==> src/rtl/tl_pkg.sv <==
package tl_pkg;

    localparam int NUM_DIRS = 4;

    typedef enum logic [2:0] {
        LAMP_GREEN  = 3'b001,
        LAMP_YELLOW = 3'b010,
        LAMP_RED    = 3'b100
    } lamp_t;

    // Encoding order is the rotation order; increment wraps west to north.
    typedef enum logic [1:0] {
        DIR_N = 2'd0,
        DIR_S = 2'd1,
        DIR_E = 2'd2,
        DIR_W = 2'd3
    } dir_t;

    typedef enum logic {
        PH_GO      = 1'b0,
        PH_CAUTION = 1'b1
    } phase_t;

    typedef struct packed {
        dir_t   dir;
        phase_t phase;
    } svc_t;

    localparam svc_t SVC_RESET = '{dir: DIR_N, phase: PH_GO};

    function automatic dir_t next_dir(input dir_t d);
        return dir_t'(d + 2'd1);
    endfunction

    function automatic lamp_t lamp_for(input svc_t s, input dir_t me);
        if (s.dir != me)
            return LAMP_RED;
        return (s.phase == PH_GO) ? LAMP_GREEN : LAMP_YELLOW;
    endfunction

    function automatic svc_t advance(input svc_t s);
        svc_t n;
        if (s.phase == PH_GO) begin
            n.dir   = s.dir;
            n.phase = PH_CAUTION;
        end else begin
            n.dir   = next_dir(s.dir);
            n.phase = PH_GO;
        end
        return n;
    endfunction

endpackage

==> src/rtl/tl_phase_timer.sv <==
module tl_phase_timer
    import tl_pkg::*;
#(
    parameter int GREEN_CYCLES  = 8,
    parameter int YELLOW_CYCLES = 4
) (
    input  logic   clk,
    input  logic   rst,
    input  phase_t phase,
    output logic   last
);
    localparam int MAXC = (GREEN_CYCLES > YELLOW_CYCLES) ? GREEN_CYCLES : YELLOW_CYCLES;
    localparam int CW   = $clog2(MAXC + 1);
    localparam logic [CW-1:0] G_LAST = CW'(GREEN_CYCLES - 1);
    localparam logic [CW-1:0] Y_LAST = CW'(YELLOW_CYCLES - 1);

    logic [CW-1:0] cnt;
    logic [CW-1:0] limit;

    always_comb begin
        limit = (phase == PH_GO) ? G_LAST : Y_LAST;
        last  = (cnt == limit);
    end

    always_ff @(posedge clk) begin
        if (rst)
            cnt <= '0;
        else if (last)
            cnt <= '0;
        else
            cnt <= cnt + 1'b1;
    end

endmodule

==> src/rtl/tl_sequencer.sv <==
module tl_sequencer
    import tl_pkg::*;
(
    input  logic clk,
    input  logic rst,
    input  logic last,
    output svc_t svc
);
    always_ff @(posedge clk) begin
        if (rst)
            svc <= SVC_RESET;
        else if (last)
            svc <= advance(svc);
    end

endmodule

==> src/rtl/tl_lamp_decode.sv <==
module tl_lamp_decode
    import tl_pkg::*;
(
    input  svc_t                        svc,
    output logic [NUM_DIRS-1:0][2:0]    lamps
);
    for (genvar i = 0; i < NUM_DIRS; i++) begin : g_dir
        localparam logic [1:0] ME = 2'(i);
        assign lamps[i] = lamp_for(svc, dir_t'(ME));
    end

endmodule

==> src/rtl/traffic_light_ctrl.sv <==
module traffic_light_ctrl
    import tl_pkg::*;
#(
    parameter int GREEN_CYCLES  = 8,
    parameter int YELLOW_CYCLES = 4
) (
    input  logic       clk,
    input  logic       rst,
    output logic [2:0] north_lamp,
    output logic [2:0] south_lamp,
    output logic [2:0] east_lamp,
    output logic [2:0] west_lamp
);
    svc_t                     svc;
    logic                     last;
    logic [NUM_DIRS-1:0][2:0] lamps;

    tl_phase_timer #(
        .GREEN_CYCLES (GREEN_CYCLES),
        .YELLOW_CYCLES(YELLOW_CYCLES)
    ) u_timer (
        .clk  (clk),
        .rst  (rst),
        .phase(svc.phase),
        .last (last)
    );

    tl_sequencer u_seq (
        .clk (clk),
        .rst (rst),
        .last(last),
        .svc (svc)
    );

    tl_lamp_decode u_dec (
        .svc  (svc),
        .lamps(lamps)
    );

    assign north_lamp = lamps[DIR_N];
    assign south_lamp = lamps[DIR_S];
    assign east_lamp  = lamps[DIR_E];
    assign west_lamp  = lamps[DIR_W];

endmodule

==> config.mk <==
export PLATFORM = sky130hd
export DESIGN_NAME = traffic_light_ctrl
export DESIGN_NICKNAME = d
export VERILOG_FILES = /design/src/rtl/tl_pkg.sv /design/src/rtl/tl_phase_timer.sv /design/src/rtl/tl_sequencer.sv /design/src/rtl/tl_lamp_decode.sv /design/src/rtl/traffic_light_ctrl.sv
export SDC_FILE = /design/constraint.sdc
export NUM_CORES = 1
export LEC_CHECK = 0
export ABC_AREA = 1
export ABC_CLOCK_PERIOD_IN_PS = 1200
export BUFFER_PORTS_ARGS = -buffer_cell sky130_fd_sc_hd__buf_2
export CAP_MARGIN = 20
export CORE_AREA = 2 2 39 41
export DETAILED_ROUTE_END_ITERATION = 12
export DIE_AREA = 0 0 41 43
export PLACE_DENSITY_LB_ADDON = 0.1
export SLEW_MARGIN = 20
export SYNTH_ARGS = -nofsm -noshare
export SYNTH_HDL_FRONTEND = slang
export SYNTH_SLANG_ARGS = --single-unit
==> constraint.sdc <==
create_clock -name clk -period 1.2 [get_ports clk]
set_input_delay 0.3 -clock clk [delete_from_list [all_inputs] [get_ports clk]]
set_output_delay 0.3 -clock clk [all_outputs]
set_load 0.005 [all_outputs]
==> impl_results.md <==
* Post-synthesis instance total at 63
* Layout cell share with drive strength beyond 1 at 45.12%
* PwrDens at 764.9 mW/mm^2
* Placeable Area at 0.001384 sq mm
* #FFs+latches synth at 7
* Total of max-cap violations at 0
* Mean Syn Cell Area at 7.090 sq um
* Overall die width at 41 microns
* Starting Density at 32.28%
* Fin Hold WS at 0.2285 ns
* Cts hold-fix bufs at 0
* Root buffer cell: clkbuf_4
* Worst path cell trace: inv_4, ha_4, inv_2, nor2_1, buf_2
* Setup crit start kind: register
* CP Capture Type: output pin
* Pin count of the biggest net entering global routing at 13
* Ports at 14
* Leading area contributor after synthesis: dfxtp_1
* Worst-path clk slew at 0.05 ns
* Fin. max-slew vios at 0
* Slew headroom at 88.66%
* Initial antenna violation count at 0
* Drt via density at 4.143
* Worst-margin pin slew at 0.1696 ns
* Warnings from Yosys at 0
* DRC at 0
* Finished Cell Area at 640.6 sq um
* Peak VDD IR at 0.6090 mV
* Clk_lat worst skew at 0.24 ns
* Most frequent cells in the layout: nand2_1 (13), buf_2 (12), inv_1 (11)
* Detail Placement HPWL at 613.4 microns
* Static Leak at 0.3573 nW
* Tcrit/Tclk final at 111.8%
* Total chip power at 0.4900 mW
* Chip Height at 43 microns
* Placed Instances at 93
* Number of diodes at 0
* Sequential area share after synthesis at 31.37%
* Port Buffers at 13
* Worst hold path class: in2reg
* CTS HTree Levels at 1
* Gr ovfl total at 0
* Failing checks: negative setup slack
* Final WS setup at -0.1411 ns
* RSZ-0062 raised after global routing: yes
* Post-route ant nets at 0
* Post-Route Setup TNS at -1.291 ns
* Final setup fails at 12
* DP Area at 548.0 sq um
* Core Rows at 14
* GRT Resource Usage Total at 11.57%
* Final #Nets at 90
* Critical-path top delay cell: dfxtp_4
* Most common cell after layout, fill and taps aside: nand2_1
* First-pass GRT wire length at 1.352 mm
* WL/cell at 8.633 microns
* CTS Buffer Depth at 2
* Synth area leaders: dfxtp_1 (31%), ha_1 (14%), inv_1 (13%)
* Post-route minimum period at 1.341 ns
* Vias at 406
* P&R area growth vs syn at 43.42%
* Critical Path Max Stage Delay at 0.36 ns
* WL final at 846 microns
* CTS tree: yes
* Clk sinks at 7
* Number of global-route vias before repair at 349
* Routability cong. at 0.7216
* Max Clk Rate at 745.6 MHz
* Synth Net Count at 70
* Setup Skew at 0.0008990 ns
* Crit path required time at 0.90 ns
* Post-synth cell types at 16
* Status: finished with violations
* Final hold violations at 0
* Yosys top cell area share at 31.37%
* Die area at 0.001763 sq mm
* Worst path arrival time at 1.04 ns
* DRT Pass-1 Iters at 4
* Post-route insts no fill at 98
* Initial DRC Count at 3
* Critical path peak fanout at 4
* Synthesized area at 446.7 sq um
* Setup CP Type: reg2out
* Fill cell count at 149
* Total CTS buffers at 3
metrics by stage:
stage,setup slack [ns],utilization [%]
final,-0.1411,46.29
after global routing,-0.2083,46.29
after CTS,-0.1406,45.84
after detailed placement,0.01938,39.60
after global placement,0.03119,39.60
after floorplan,0.1528,-
worst max-delay path: cells and delay by family, from the launching register on:
kind | cells | cell delay (ns)
adder cells (fa/ha/maj) | 1 | 0.14
buffers and inverters | 3 | 0.23
flip-flops | 1 | 0.36
AND/OR/NAND/NOR | 1 | 0.07
state kept, by name, summed over array words and instances, names as in the netlist:
register / flops
u_timer.cnt: 4
u_seq.svc: 3
final timing paths:
check | depth (start not counted) | start | endpoint | slack (ns)
setup / recovery | 5 | u_seq.svc[1]$_SDFFE_PP0P_ | north_lamp[0] | -0.14
hold / removal | 2 | rst | u_seq.svc[1]$_SDFFE_PP0P_ | 0.23
setup reg to reg | 6 | u_timer.cnt[0]$_SDFF_PP0_ | u_timer.cnt[3]$_SDFF_PP0_ | 0.11
hold reg to reg | 2 | u_timer.cnt[0]$_SDFF_PP0_ | u_timer.cnt[0]$_SDFF_PP0_ | 0.52
power breakdown:
group / total (mW) / switching [mW] / leakage [nW] / internal (mW)
clock network: 0.207 / 0.0802 / 0.0150 / 0.126
registers: 0.243 / 0.00601 / 0.0586 / 0.237
logic: 0.0401 / 0.0231 / 0.284 / 0.0171
layout make-up:
class	count	area, sq um	share of cell area, %
flip-flops and latches	7	147.6	23.05
clock buffers	4	26.28	4.102
repair buffers	16	106.4	16.60
multi-input cells	39	275.3	42.97
inverters	16	65.06	10.16
well taps	16	20.02	3.125
metal layers:
layer  routed length, microns  vias up  global-route usage (%)
met1                      410      171                   13.59
met4                        6        0                   8.000
met2                      390       11                   18.13
li1                         -      222                       -
met5                        0        -                       0
met3                       39        2                   1.571
synth_stat cells (all sizes together):
cell    n
inv    16
nand2  15
nor2   12
dfxtp   7
ha      5
nand3   2
nand4   2
a21oi   1
buf     1
o21ai   1
xor2    1
timing repair:
item / in CTS / in global routing
pin swaps: 4 / 0
buffers inserted: 1 / 0
setup endpoints to repair: 12 / 12
resized for setup: 18 / 1
cell families after synthesis:
kind of cell	Yosys count	synth area share, %
simple gates	31	33.61
fa+ha+maj	5	14.01
xor+xnor	1	1.961
buf+inv	17	15.97
flops	7	31.37
compound gates	2	3.081
Note: power is estimated with default switching activity, not from simulation.
